## config.mk

```make
export PLATFORM = sky130hd
export DESIGN_NAME = pulse_cmd_decoder
export DESIGN_NICKNAME = d
export VERILOG_FILES = /design/src/rtl/pcd_pkg.sv /design/src/rtl/pcd_interval_meter.sv /design/src/rtl/pcd_sequencer.sv /design/src/rtl/pcd_shift_word.sv /design/src/rtl/pulse_cmd_decoder.sv
export SDC_FILE = /design/constraint.sdc
export NUM_CORES = 1
export LEC_CHECK = 0
export BUFFER_PORTS_ARGS = -buffer_cell sky130_fd_sc_hd__buf_2
export CORE_AREA = 10 10 76 72
export DETAILED_ROUTE_END_ITERATION = 7
export DIE_AREA = 0 0 86 82
export MAX_ROUTING_LAYER = met4
export PLACE_DENSITY = 0.73
export SYNTH_ARGS = -nofsm -noshare
export SYNTH_HDL_FRONTEND = slang
export SYNTH_SLANG_ARGS = --single-unit
```

## constraint.sdc

```tcl
create_clock -name clk -period 1.9 [get_ports clk]
set_input_delay 0.095 -clock clk [delete_from_list [all_inputs] [get_ports clk]]
set_output_delay 0.095 -clock clk [all_outputs]
set_load 0.05 [all_outputs]
```

## src/rtl/pcd_pkg.sv

```systemverilog
package pcd_pkg;

  typedef enum logic [1:0] {
    PH_IDLE,
    PH_SETTLE,
    PH_REF,
    PH_RUN
  } phase_t;

  typedef enum logic [1:0] {
    IV_INC,
    IV_ZERO,
    IV_ONE,
    IV_TIMEOUT
  } ivl_t;

  localparam logic [2:0] ST_FIRST  = 3'd1;
  localparam logic [2:0] ST_LAST   = 3'd6;
  localparam logic [2:0] ST_WORD_A = 3'd3;
  localparam logic [2:0] ST_WORD_B = 3'd4;

  // Map a tick count to a command class using three window edges.
  function automatic ivl_t classify(input int unsigned cnt,
                                    input int unsigned zero_min,
                                    input int unsigned one_min,
                                    input int unsigned one_max);
    if (cnt < zero_min)      return IV_INC;
    else if (cnt < one_min)  return IV_ZERO;
    else if (cnt <= one_max) return IV_ONE;
    else                     return IV_TIMEOUT;
  endfunction

  function automatic logic is_write_state(input logic [2:0] st);
    return (st == ST_WORD_A) || (st == ST_WORD_B);
  endfunction

endpackage

```

## src/rtl/pcd_interval_meter.sv

```systemverilog
module pcd_interval_meter #(
  parameter int unsigned LIMIT = 105,
  localparam int unsigned CNT_W = $clog2(LIMIT + 1)
) (
  input  logic             clk,
  input  logic             rst_n,
  input  logic             clr_i,
  input  logic             tick_i,
  output logic [CNT_W-1:0] count_o
);

  // Saturating tick counter; a clear wins over a tick in the same cycle.
  always_ff @(posedge clk or negedge rst_n) begin
    if (!rst_n) begin
      count_o <= '0;
    end else if (clr_i) begin
      count_o <= '0;
    end else if (tick_i && (count_o != CNT_W'(LIMIT))) begin
      count_o <= count_o + 1'b1;
    end
  end

endmodule

```

## src/rtl/pcd_sequencer.sv

```systemverilog
module pcd_sequencer
  import pcd_pkg::*;
#(
  parameter int unsigned SETTLE_TICKS = 33,
  localparam int unsigned SCNT_W = $clog2(SETTLE_TICKS + 1)
) (
  input  logic       clk,
  input  logic       rst_n,
  input  logic       start_i,
  input  logic       pulse_i,
  input  logic       tick_i,
  input  logic       ev_inc_i,
  output phase_t     phase_o,
  output logic [2:0] state_o
);

  logic [SCNT_W-1:0] settle_cnt;

  always_ff @(posedge clk or negedge rst_n) begin
    if (!rst_n) begin
      phase_o    <= PH_IDLE;
      settle_cnt <= '0;
      state_o    <= '0;
    end else if (start_i) begin
      phase_o    <= PH_SETTLE;
      settle_cnt <= '0;
      state_o    <= ST_FIRST;
    end else begin
      unique case (phase_o)
        PH_SETTLE: begin
          if (tick_i) begin
            if (settle_cnt == SCNT_W'(SETTLE_TICKS - 1)) phase_o <= PH_REF;
            else                                         settle_cnt <= settle_cnt + 1'b1;
          end
        end
        PH_REF: begin
          if (pulse_i) phase_o <= PH_RUN;
        end
        PH_RUN: begin
          if (ev_inc_i && (state_o < ST_LAST)) state_o <= state_o + 3'd1;
        end
        default: ;
      endcase
    end
  end

endmodule

```

## src/rtl/pcd_shift_word.sv

```systemverilog
module pcd_shift_word #(
  parameter int unsigned WORD_W = 8,
  localparam int unsigned BCNT_W = $clog2(WORD_W)
) (
  input  logic              clk,
  input  logic              rst_n,
  input  logic              clr_i,
  input  logic              ev_inc_i,
  input  logic              ev_bit_i,
  input  logic              bit_i,
  input  logic              wr_en_i,
  output logic [WORD_W-1:0] word_o,
  output logic              wr_strobe_o
);

  logic [BCNT_W-1:0] bit_cnt;
  logic              last_bit;

  assign last_bit = (bit_cnt == BCNT_W'(WORD_W - 1));

  always_ff @(posedge clk or negedge rst_n) begin
    if (!rst_n) begin
      word_o      <= '0;
      bit_cnt     <= '0;
      wr_strobe_o <= 1'b0;
    end else if (clr_i) begin
      word_o      <= '0;
      bit_cnt     <= '0;
      wr_strobe_o <= 1'b0;
    end else begin
      wr_strobe_o <= 1'b0;
      if (ev_inc_i) begin
        bit_cnt <= '0;
      end else if (ev_bit_i) begin
        word_o <= {word_o[WORD_W-2:0], bit_i};
        if (last_bit) begin
          bit_cnt     <= '0;
          wr_strobe_o <= wr_en_i;
        end else begin
          bit_cnt <= bit_cnt + 1'b1;
        end
      end
    end
  end

endmodule

```

## src/rtl/pulse_cmd_decoder.sv

```systemverilog
module pulse_cmd_decoder
  import pcd_pkg::*;
#(
  parameter int unsigned WORD_W       = 8,
  parameter int unsigned SETTLE_TICKS = 33,
  parameter int unsigned ZERO_MIN     = 39,
  parameter int unsigned ONE_MIN      = 72,
  parameter int unsigned ONE_MAX      = 104,
  localparam int unsigned CNT_LIMIT   = ONE_MAX + 1,
  localparam int unsigned CNT_W       = $clog2(CNT_LIMIT + 1),
  localparam int unsigned IDX_W       = $clog2(WORD_W)
) (
  input  logic              clk,
  input  logic              rst_n,
  input  logic              start_i,
  input  logic              pulse_i,
  input  logic              tick_i,
  output logic [2:0]        instr_state_o,
  output logic [WORD_W-1:0] word_o,
  output logic              wr_strobe_o,
  output logic [IDX_W-1:0]  chk_index_o
);

  phase_t           phase;
  logic [CNT_W-1:0] ivl_count;
  ivl_t             ivl_class;

  // Named internal events, visible to the bound checker.
  logic meas_pulse;
  logic ev_inc;
  logic ev_bit0;
  logic ev_bit1;
  logic ev_timeout;

  assign meas_pulse = pulse_i && !start_i && (phase == PH_RUN);
  assign ivl_class  = classify(32'(ivl_count), ZERO_MIN, ONE_MIN, ONE_MAX);
  assign ev_inc     = meas_pulse && (ivl_class == IV_INC);
  assign ev_bit0    = meas_pulse && (ivl_class == IV_ZERO);
  assign ev_bit1    = meas_pulse && (ivl_class == IV_ONE);
  assign ev_timeout = meas_pulse && (ivl_class == IV_TIMEOUT);

  pcd_interval_meter #(
    .LIMIT (CNT_LIMIT)
  ) u_meter (
    .clk     (clk),
    .rst_n   (rst_n),
    .clr_i   (start_i | pulse_i),
    .tick_i  (tick_i),
    .count_o (ivl_count)
  );

  pcd_sequencer #(
    .SETTLE_TICKS (SETTLE_TICKS)
  ) u_seq (
    .clk      (clk),
    .rst_n    (rst_n),
    .start_i  (start_i),
    .pulse_i  (pulse_i),
    .tick_i   (tick_i),
    .ev_inc_i (ev_inc),
    .phase_o  (phase),
    .state_o  (instr_state_o)
  );

  pcd_shift_word #(
    .WORD_W (WORD_W)
  ) u_word (
    .clk         (clk),
    .rst_n       (rst_n),
    .clr_i       (start_i),
    .ev_inc_i    (ev_inc),
    .ev_bit_i    (ev_bit0 | ev_bit1),
    .bit_i       (ev_bit1),
    .wr_en_i     (is_write_state(instr_state_o)),
    .word_o      (word_o),
    .wr_strobe_o (wr_strobe_o)
  );

  assign chk_index_o = word_o[IDX_W-1:0];

endmodule

```

==> results of run 1 <==
## layout make-up
cell class	count	area (um2)	share of cell area, %
multi-input cells	109	867.1	43.15
flip-flops and latches	30	750.7	37.36
repair buffers	34	214.0	10.65
clock buffers	7	86.33	4.296
well taps	48	60.06	2.989
inverters	7	26.28	1.308
clock inverters	1	5.005	0.2491
## layer usage
layer | part of all wire, % | GRT usage (%) | vias up
met5 | 0 | - | -
met4 | 0 | 2.961 | 0
met3 | 5.0 | 3.165 | 0
met2 | 48 | 16.20 | 23
met1 | 47 | 11.78 | 616
li1 | - | - | 599
## logic make-up after synthesis
group,count (synthesis)
AOI/OAI and AO/OA,20
adders and majority gates,9
xor gates and xnor gates,9
DFF,30
muxes,15
buffers and inverters,18
and+or+nand+nor,56
## repair_timing
item | in CTS | in global routing
resized for setup | 0 | 9
hold buffers | 1 | 0
setup endpoints to repair | 0 | 9
buffers inserted | 0 | 3
hold endpoints to repair | 30 | 0
## worst min-delay path by stage
stage / start / end / slack (ns) / depth (start not counted)
2_1_floorplan: rst_n / u_meter.count_o[0]$_DFFE_PN0P_ / -0.20 / 0
3_3_place_gp: rst_n / u_seq.state_o[2]$_DFFE_PN0P_ / 0.17 / 1
3_5_place_dp: rst_n / u_seq.state_o[1]$_DFFE_PN0P_ / 0.17 / 1
4_1_cts: tick_i / u_seq.phase_o[0]$_DFFE_PN0P_ / 0.19 / 3
5_1_grt: tick_i / u_seq.phase_o[1]$_DFFE_PN0P_ / 0.21 / 3
6_report: tick_i / u_seq.phase_o[0]$_DFFE_PN0P_ / 0.19 / 3
## per-stage QoR
step	power [W]	instance area (um2)	TNS (ns)
detailed placement	0.0007310	1854	0
floorplan	0.0006970	1705	0
global placement	0.0007298	1854	0
CTS	0.001270	1956	0
finish	0.001256	2009	0
global route	0.001301	2009	-0.09831
## cells in the mapped netlist (2+ instances only)
master     n
buf_6      2
clkbuf_1   3
and3_1     2
xnor2_1    2
dfrtp_1   30
nor2_1    16
nor2b_1    8
buf_4      3
mux2_1     2
o41ai_1    2
nand4_1    3
mux2i_1    5
ha_1       9
buf_2      2
nand3_1    5
o21ai_0    2
inv_1      7
xor2_1     7
nand2_1    8
nor3b_1    2
nand2b_1   4
a21oi_1    5
mux2_4     7
## layout by cell type, fill, tap and decap left out, types with 6 or more instances in the layout
master    synthesis  layout
buf_2             2      19
buf_4             3      13
clkbuf_8          0       6
dfrtp_1          30      30
ha_1              9       8
mux2_4            7       9
nand2_1           8       8
nor2_1           16      16
nor2b_1           8       8
xor2_1            7       7
## worst max-delay path, cell delays in order, from the launching register on
cell and delay, ns:
dfrtp_1 0.40, inv_2 0.09, ha_4 0.12, nand2b_1 0.06, a41o_1 0.19, a311oi_2 0.35
buf_4 0.23, mux2_4 0.30
## power breakdown
group	leakage [nW]	switching (W)	internal, W
registers	0.407	0.00000688	0.000645
logic	0.530	0.0000444	0.0000285
clock network	0.0482	0.000240	0.000292
total	0.985	0.000291	0.000965
## state kept, by name, summed over array words and instances, names as in the netlist
register / flops
u_word.bit_cnt: 3
u_meter.count_o: 7
u_word.wr_strobe_o: 1
u_seq.settle_cnt: 6
u_word.word_o: 8
u_seq.state_o: 3
u_seq.phase_o: 2
==> metrics.md, run 1 <==
| Metric | Value |
|---|---|
| Status | `completed` |
| # DRC | `0` |
| Initial antenna violation count | `0` |
| Drt first pass iters | `4` |
| Post-synthesis sequential area ratio | `around 44%` |
| Largest net degree at the start of global routing | `31` |
| Critical path class | `register to register` |
| Post-Synthesis Cells | `roughly 160` |
| Layout cells sized above 1 | `between 30% and 40%` |
| Detail Route Antenna Nets | `0` |
| Worst Reg-to-Reg Cells | `7` |
| Iter 0 DRT Violations | `slightly below 70` |
| Max Cap Viol | `0` |
| Mapped Area | `0.001705 mm2` |
| Share of the core filled with cells | `about 51%` |
| Simple-gate share of the synthesized area | `18.27%` |
| Area of the die | `just over 0.007 mm2` |
| Hold_ws | `about 0.19 ns` |
| Initial cell density of the core | `between 40% and 50%` |
| Area grow syn2layout | `17.83%` |
| Crit path time final | `1.868 ns` |
| Pins Over Slew Limit | `0` |
| Fill count | `361` |
| Number of global-route vias before repair | `roughly 1200` |
| Max-slew headroom | `a little under three fifths` |
| CP Capture Point | `u_word.word_o[6]$_DFFE_PN0P_` |
| Static Leak | `~1 nW` |
| RR Endpoint | `u_word.word_o[6]$_DFFE_PN0P_` |
| Num Clock Sinks | `30` |
| Final nets | `between 200 and 250` |
| Largest area contributor in the synthesized netlist | `dfrtp_1` |
| Area share of the largest cell type after synthesis | `between 40% and 50%` |
| Post-synth EDFFs | `0` |
| Syn nets | `171` |
| Setup-failing EPs final | `0` |
| Synth Area in XOR/XNOR | `4.622%` |
| Chip width | `86 um` |
| Root Buffer | `clkbuf_8` |
| Num rows | `22` |
| Post-Synth Adder-Cell Area | `6.603%` |
| Compound-Gate Fraction of Synth Area | `9.098%` |
| Htree depth | `2` |
| Least-Margin Pin Slew | `approximately 0.66 ns` |
| Worst Setup SP | `u_meter.count_o[0]$_DFFE_PN0P_` |
| Crit path launch type | `register` |
| Final Hold Vio Count | `0` |
| DR WL/cell | `about 14 um` |
| CTS tree | `built` |
| Peak Freq | `about 540 MHz` |
| Post-synthesis cell type count | `44` |
| Worst Path Required | `a little over 2 ns` |
| Proportion of synthesized area in mux cells | `11.08%` |
| Dpl ws | `~0.054 ns` |
| RD Place Congestion | `around 0.80` |
| Core area | `a little under 0.004 mm2` |
| Ys flop type | `dfrtp_1` |
| Die Y | `about 80 um` |
| Clock slew at reported path FFs | `0.07 ns` |
| Max VDD drop | `around 0.00026 V` |
| CTS max path bufs | `2` |
| Grt ovf | `0` |
| Critical path endpoint category | `register` |
| RR Startpoint | `u_meter.count_o[0]$_DFFE_PN0P_` |
| Tcrit/Tclk final | `around 98%` |
| Final std cells w/o fill | `236` |
| Pwr Density | `between 600 and 700 mW/mm2` |
| FF+latch count, synth | `30` |
| Diode count | `0` |
| Final WL | `approximately 3.4 mm` |
| First-pass GRT wire length | `roughly 5.6 mm` |
| Main combinational cell family by area after synthesis | `simple AND/OR/NAND/NOR gates` |
| Ports | `20` |
| Worst-Skew Late Latency | `approximately 0.28 ns` |
| Worst setup skew after layout | `roughly 0.0068 ns` |
| GRT Total Usage | `around 10%` |
| Hold Crit Class | `input port to register` |
| Drt via density | `approximately 5.2` |
| Clock buffer count from CTS | `5` |
| Post-DP HPWL | `2.327 mm` |
| CP max FO | `5` |
| Port bufs | `19` |
| Warning count from the yosys run | `0` |
| R2r setup slk | `roughly 0.032 ns` |
| Via count | `around 1200` |
| Placed Cells | `~220` |
| Top cells by area, synth | `dfrtp_1 (44%), ha_1 (6.6%), mux2_4 (6.2%)` |
| Critical path data arrival time | `about 2.0 ns` |
| Post-Syn Area per Cell | `roughly 11 um2` |
| Fin worst setup slack | `between 0.03 and 0.04 ns` |
| Fraction of registers with async set/reset | `between 90% and 100%` |
(Power assumes the default switching activity.)
==> run 2: changes to the inputs <==
CORE_AREA = 10 10 70 78   (was 10 10 76 72)
DIE_AREA = 0 0 80 88   (was 0 0 86 82)
==> run 2 against run 1 <==
Net effect:
- via count down 4.1%
- hold slack worse by 0.015 ns
- sequential power hardly changed
- fmax up 4.5%
- global-route usage increased by 0.078 points
- die area decreased by 0.17%
- sequential cell count is the same
- combinational power shrank 6.2%
- clock skew decreased by 0.0037 ns
- clock-buffer cell count unchanged
- critical endpoint is now u_word.word_o[1]$_DFFE_PN0P_
==> metrics.md, run 2 (synthesis results as in run 1) <==
| Metric | Value |
|---|---|
| Peak Freq | `559.6 MHz (was 535.3 MHz)` |
| Commonest non-fill, non-tap cell in the layout | `dfrtp_1 (unchanged)` |
| Status | `completed (unchanged)` |
| Highest-count cells in the layout ignoring fill and taps | `dfrtp_1 (30), buf_2 (19), nor2_1 (16) (unchanged)` |
| Post-DP HPWL | `2.360 mm (was 2.327 mm)` |
| Max VDD drop | `0.0004189 V (was 0.0002587 V)` |
| Drt first pass iters | `4 (unchanged)` |
| Grt ovf | `0 (unchanged)` |
| Pwr Density | `622.0 mW/mm2 (was 625.0 mW/mm2)` |
| Area grow syn2layout | `16.51% (was 17.83%)` |
| Ports | `20 (unchanged)` |
| Clock slew at reported path FFs | `0.06 ns (was 0.07 ns)` |
| Critical path data arrival time | `1.95 ns (was 2.03 ns)` |
| Crit path time final | `1.787 ns (was 1.868 ns)` |
| Tcrit/Tclk final | `94.05% (was 98.32%)` |
| CTS max path bufs | `2 (unchanged)` |
| Num rows | `24 (was 22)` |
| Iter 0 DRT Violations | `43 (was 69)` |
| DP Area | `0.001874 mm2 (was 0.001854 mm2)` |
| Drt via density | `4.987 (was 5.246)` |
| Detail Route Antenna Nets | `0 (unchanged)` |
| DR WL/cell | `13.25 um (was 14.42 um)` |
| Initial cell density of the core | `43.69% (was 43.32%)` |
| Critical path class | `register to register (unchanged)` |
| RD Place Congestion | `0.8483 (was 0.7959)` |
| Critical path endpoint category | `register (unchanged)` |
| Final WL | `3.154 mm (was 3.404 mm)` |
| Root Buffer | `clkbuf_8 (unchanged)` |
| Least-Margin Pin Slew | `0.6647 ns (was 0.6594 ns)` |
| # DRC | `0 (unchanged)` |
| Most flops, register | `u_word.word_o (unchanged)` |
| Hold_ws | `0.1788 ns (was 0.1940 ns)` |
| Hold Crit Class | `input port to register (unchanged)` |
| Layout cells sized above 1 | `30.65% (was 31.91%)` |
| Post-route cell area | `0.001987 mm2 (was 0.002009 mm2)` |
| Final Hold Vio Count | `0 (unchanged)` |
| CTS tree | `built (unchanged)` |
| Number of global-route vias before repair | `1204 (was 1216)` |
| Final nets | `199 (was 201)` |
| Via count | `1187 (was 1238)` |
| Htree depth | `2 (unchanged)` |
| Worst-Skew Late Latency | `0.28 ns (about the same)` |
| Port bufs | `19 (unchanged)` |
| Worst setup skew after layout | `0.003130 ns (was 0.006841 ns)` |
| Area occupied by multi-input gates | `854.6 um2 (was 867.1 um2)` |
| Worst Path Required | `2.06 ns (about the same)` |
| Initial antenna violation count | `0 (unchanged)` |
| Max Cap Viol | `0 (unchanged)` |
| Setup-failing EPs final | `0 (unchanged)` |
| Static Leak | `0.9737 nW (was 0.9846 nW)` |
| Area of the die | `0.007040 mm2 (was 0.007052 mm2)` |
| GRT Total Usage | `10.12% (was 10.04%)` |
| Fin worst setup slack | `0.1131 ns (was 0.03199 ns)` |
| Chip width | `80 um (was 86 um)` |
| CP max FO | `8 (was 5)` |
| Clock buffer count from CTS | `5 (unchanged)` |
| Setup TNS | `0 ns (unchanged)` |
| Max-slew headroom | `55.69% (was 56.04%)` |
| Fill count | `380 (was 361)` |
| Register area | `750.7 um2 (unchanged)` |
| RSZ-0062 raised after global routing | `false` |
| Diode count | `0 (unchanged)` |
| Crit path launch type | `register (unchanged)` |
| Die Y | `88 um (was 82 um)` |
| First-pass GRT wire length | `5.526 mm (was 5.616 mm)` |
| Regs by FF count | `u_word.word_o (8), u_meter.count_o (7), u_seq.settle_cnt (6) (unchanged)` |
| Power, Total | `0.001236 W (was 0.001256 W)` |
| Core area | `0.003904 mm2 (was 0.003936 mm2)` |
| Dpl ws | `0.04528 ns (was 0.05415 ns)` |
| Largest register FFs | `8 (unchanged)` |
| Largest net degree at the start of global routing | `31 (unchanged)` |
| Pins Over Slew Limit | `0 (unchanged)` |
| Num Clock Sinks | `30 (unchanged)` |
==> run 2: final cells by class <==
cell class / count / area share (%)
Clock buffer: 7 / 4.345
Sequential cell: 30 / 37.78
Tap cell: 52 / 3.275
Multi-Input combinational cell: 109 / 43.01
Timing Repair Buffer: 32 / 10.01
Inverter: 7 / 1.322
Clock inverter: 1 / 0.2519
==> run 2: worst paths after layout <==
check / from / slack [ns] / cells past startpoint / to
setup / recovery: u_meter.count_o[0]$_DFFE_PN0P_ / 0.11 / 7 / u_word.word_o[1]$_DFFE_PN0P_
hold / removal: tick_i / 0.18 / 3 / u_seq.phase_o[1]$_DFFE_PN0P_
setup reg to reg: u_meter.count_o[0]$_DFFE_PN0P_ / 0.11 / 7 / u_word.word_o[1]$_DFFE_PN0P_
hold reg to reg: u_seq.state_o[2]$_DFFE_PN0P_ / 0.53 / 1 / u_seq.state_o[2]$_DFFE_PN0P_
max in group asynchronous: rst_n / 1.09 / 2 / u_meter.count_o[6]$_DFFE_PN0P_
min in group asynchronous: rst_n / 0.38 / 2 / u_seq.settle_cnt[0]$_DFFE_PN0P_
==> run 2: metal layers <==
layer	global-route usage (%)	part of all wire, %	vias to the layer above
li1	-	-	598
met5	-	0	-
met4	3.365	0.79	0
met3	3.689	4.5	4
met1	11.40	46	568
met2	16.22	48	17
==> run 2: repair_timing <==
item                                    in CTS  in global routing
hold buffers                                 1                  0
gates resized for setup                      0                  5
endpoints found under the setup margin       0                  9
setup buffers                                0                  0
hold endpoints to repair                    30                  0
==> run 2: worst max-delay path: stages, from the launching register on <==
cell	delay [ns]
dfrtp_1	0.38
inv_2	0.07
ha_1	0.14
nand2b_1	0.07
a41o_1	0.20
a311oi_2	0.30
buf_6	0.20
mux2_4	0.30
==> run 2: per-stage QoR <==
step / std cells / util (%)
finish: 238 / 50.90
global route: 238 / 50.90
CTS: 238 / 50.61
global placement: 229 / 48.01
detailed placement: 229 / 48.01
floorplan: 157 / -
==> run 2: where the power goes <==
| group | internal, W | leakage, nW | total, W | switching, W |
|---|---|---|---|---|
| sequential | 0.000645 | 0.407 | 0.000652 | 0.00000663 |
| combinational | 0.0000256 | 0.519 | 0.0000683 | 0.0000428 |
| clock | 0.000291 | 0.0482 | 0.000516 | 0.000224 |
==> run 3: changes to the inputs <==
PLACE_DENSITY = 0.63   (was 0.73)
==> run 3 against run 2 <==
Net effect:
- combinational power rose by 13%
- die area unchanged
- sequential share of layout area down 0.78 points
- wire length is 16% higher
- register-to-register slack got worse by 0.05 ns
- clock skew grew 0.0029 ns
- sequential power hardly changed
- critical endpoint is now u_word.word_o[3]$_DFFE_PN0P_
- largest cell class unchanged
- largest power group unchanged
- highest routed layer unchanged
==> metrics.md, run 3 (synthesis results as in run 1) <==
| Metric | Value |
|---|---|
| Iter 0 DRT Violations | `50 (was 43)` |
| Crit path time final | `1.835 ns (was 1.787 ns)` |
| Pwr Density | `622.6 mW/mm2 (was 622.0 mW/mm2)` |
| Layout cells sized above 1 | `34.57% (was 30.65%)` |
| GRT busiest layer | `met2 (unchanged)` |
| Root Buffer | `clkbuf_8 (unchanged)` |
| Diode count | `0 (unchanged)` |
| Min-delay src | `pulse_i (was tick_i)` |
| CTS max path bufs | `2 (unchanged)` |
| Number of global-route vias before repair | `1271 (was 1204)` |
| Worst Path Required | `2.07 ns (was 2.06 ns)` |
| Hold_ws | `0.1726 ns (was 0.1788 ns)` |
| Drt via density | `5.096 (was 4.987)` |
| DR WL/cell | `15.18 um (was 13.25 um)` |
| Critical-path cell list | `inv_2 -> ha_4 -> nand2b_4 -> a41o_1 -> a311oi_2 -> buf_4 -> mux2_4 (was inv_2 -> ha_1 -> nand2b_1 -> a41o_1 -> a311oi_2 -> buf_6 -> mux2_4)` |
| Core area | `0.003904 mm2 (unchanged)` |
| Met1 Usage GRT | `11.13% (was 11.40%)` |
| Flop pwr share | `51.4% (was 52.7%)` |
| RD Place Congestion | `0.8306 (was 0.8483)` |
| Area of the die | `0.007040 mm2 (unchanged)` |
| Static Leak | `0.9882 nW (was 0.9737 nW)` |
| Comb power frac | `6.1% (was 5.5%)` |
| Critical path endpoint category | `register (unchanged)` |
| # DRC | `0 (unchanged)` |
| Max-slew headroom | `54.13% (was 55.69%)` |
| Post-route cell area | `0.002036 mm2 (was 0.001987 mm2)` |
| Final WL | `3.644 mm (was 3.154 mm)` |
| Clock share of power | `42.5% (was 41.7%)` |
| GRT Total Usage | `11.38% (was 10.12%)` |
| Num rows | `24 (unchanged)` |
| Initial cell density of the core | `43.69% (unchanged)` |
| Hold Crit Class | `input port to register (unchanged)` |
| Final nets | `201 (was 199)` |
| Via count | `1223 (was 1187)` |
| RR Startpoint | `u_meter.count_o[0]$_DFFE_PN0P_ (unchanged)` |
| Psw | `0.0003001 W (was 0.0002738 W)` |
| Most flops, register | `u_word.word_o (unchanged)` |
| CTS tree | `built (unchanged)` |
| Htree depth | `2 (unchanged)` |
| Max Cap Viol | `0 (unchanged)` |
| Die Y | `88 um (unchanged)` |
| Crit-path slowest cell | `dfrtp_1 (unchanged)` |
| Tcrit/Tclk final | `96.55% (was 94.05%)` |
| Port bufs | `19 (unchanged)` |
| Peak Freq | `545.1 MHz (was 559.6 MHz)` |
| Slowest cell delay on critical path | `0.39 ns (was 0.38 ns)` |
| Drt first pass iters | `6 (was 4)` |
| Ports | `20 (unchanged)` |
| Regs by FF count | `u_word.word_o (8), u_meter.count_o (7), u_seq.settle_cnt (6) (unchanged)` |
| Crit path launch type | `register (unchanged)` |
| Detail Route Antenna Nets | `0 (unchanged)` |
| Status | `completed (unchanged)` |
| Setup-failing EPs final | `0 (unchanged)` |
| Post-DP HPWL | `2.564 mm (was 2.360 mm)` |
| Critical path class | `register to register (unchanged)` |
| Area grow syn2layout | `19.37% (was 16.51%)` |
| Worst-Skew Late Latency | `0.29 ns (was 0.28 ns)` |
| Clock buffer count from CTS | `5 (unchanged)` |
| CP max FO | `5 (was 8)` |
| Fill count | `361 (was 380)` |
| Largest net degree at the start of global routing | `31 (unchanged)` |
| Highest-count cells in the layout ignoring fill and taps | `dfrtp_1 (28), buf_2 (19), nor2_1 (16) (was dfrtp_1 (30), buf_2 (19), nor2_1 (16))` |
| M2 GR Usage | `19.72% (was 16.22%)` |
| Clock slew at reported path FFs | `0.07 ns (was 0.06 ns)` |
| Critical path data arrival time | `2.01 ns (was 1.95 ns)` |
| GRT met3 Usage | `4.611% (was 3.689%)` |
| Pins Over Slew Limit | `0 (unchanged)` |
| Sw frac | `23.68% (was 22.15%)` |
| Grt ovf | `0 (unchanged)` |
| Commonest non-fill, non-tap cell in the layout | `dfrtp_1 (unchanged)` |
| Least-Margin Pin Slew | `0.6880 ns (was 0.6647 ns)` |
| Chip width | `80 um (unchanged)` |
| Worst setup skew after layout | `0.006054 ns (was 0.003130 ns)` |
| First-pass GRT wire length | `6.085 mm (was 5.526 mm)` |
| Initial antenna violation count | `0 (unchanged)` |
| DP Area | `0.001852 mm2 (was 0.001874 mm2)` |
| Worst Setup SP | `u_meter.count_o[0]$_DFFE_PN0P_ (unchanged)` |
| Pint | `0.0009672 W (was 0.0009621 W)` |
| Num Clock Sinks | `30 (unchanged)` |
| Final Hold Vio Count | `0 (unchanged)` |
| Max VDD drop | `0.0003344 V (was 0.0004189 V)` |
| Largest register FFs | `8 (unchanged)` |
## run 3: layout make-up
cell class              count  area, um2  area share, %
flip-flops and latches     30      753.2          37.00
repair buffers             34      214.0          10.51
well taps                  52      65.06          3.196
multi-input cells         109      885.9          43.52
clock inverters             1      5.005         0.2459
clock buffers               7      86.33          4.241
inverters                   7      26.28          1.291
## run 3: critical path, delay by kind of cell (launching register included)
kind,cells,cell delay (ns)
buf+inv,2,0.31
mux,1,0.30
compound gates,2,0.52
simple gates,1,0.05
fa+ha+maj,1,0.15
flops,1,0.39
## run 3: metal layers
metal | vias to the layer above | wire (um) | share of wire [%]
met3 | 9 | 135 | 3.7
met1 | 598 | 1481 | 41
met2 | 18 | 1928 | 53
met4 | 0 | 98 | 2.7
li1 | 598 | - | -
met5 | - | 0 | 0
## run 3: what timing repair did
item	4_1_cts	5_1_grt
buffers inserted	0	4
setup endpoints to repair	0	9
resized for setup	0	14
hold endpoints to repair	30	0
hold buffers	1	0
## run 3: power by group through the flow
stage | Sequential, W | Clock [W] | Combinational [W]
after floorplan | 0.000662 | 0 | 0.0000345
after global placement | 0.000662 | 0 | 0.0000647
after detailed placement | 0.000663 | 0 | 0.0000681
after CTS | 0.000651 | 0.000555 | 0.0000702
after global routing | 0.000651 | 0.000580 | 0.0000877
final | 0.000651 | 0.000539 | 0.0000773
## run 3: worst paths after layout
kind / to / slack (ns) / depth (start not counted)
setup / recovery: u_word.word_o[3]$_DFFE_PN0P_ / 0.07 / 7
max in group asynchronous: u_seq.phase_o[0]$_DFFE_PN0P_ / 1.03 / 2
min in group asynchronous: u_seq.settle_cnt[5]$_DFFE_PN0P_ / 0.39 / 2
hold / removal: u_word.word_o[0]$_DFFE_PN0P_ / 0.17 / 3
setup reg to reg: u_word.word_o[3]$_DFFE_PN0P_ / 0.07 / 7
hold reg to reg: u_word.word_o[4]$_DFFE_PN0P_ / 0.52 / 1
## run 3: per-stage QoR
stage          setup WS (ns)  total power, W  TNS (ns)  instances  utilization, %
6_report             0.06547        0.001267         0        240           52.15
5_1_grt             -0.02066        0.001319   -0.1380        240           52.15
4_1_cts             0.005167        0.001275         0        235           50.03
3_5_place_dp         0.01544       0.0007309         0        226           47.44
3_3_place_gp          0.1128       0.0007271         0        226           47.44
2_1_floorplan        0.06370       0.0006970         0        157               -
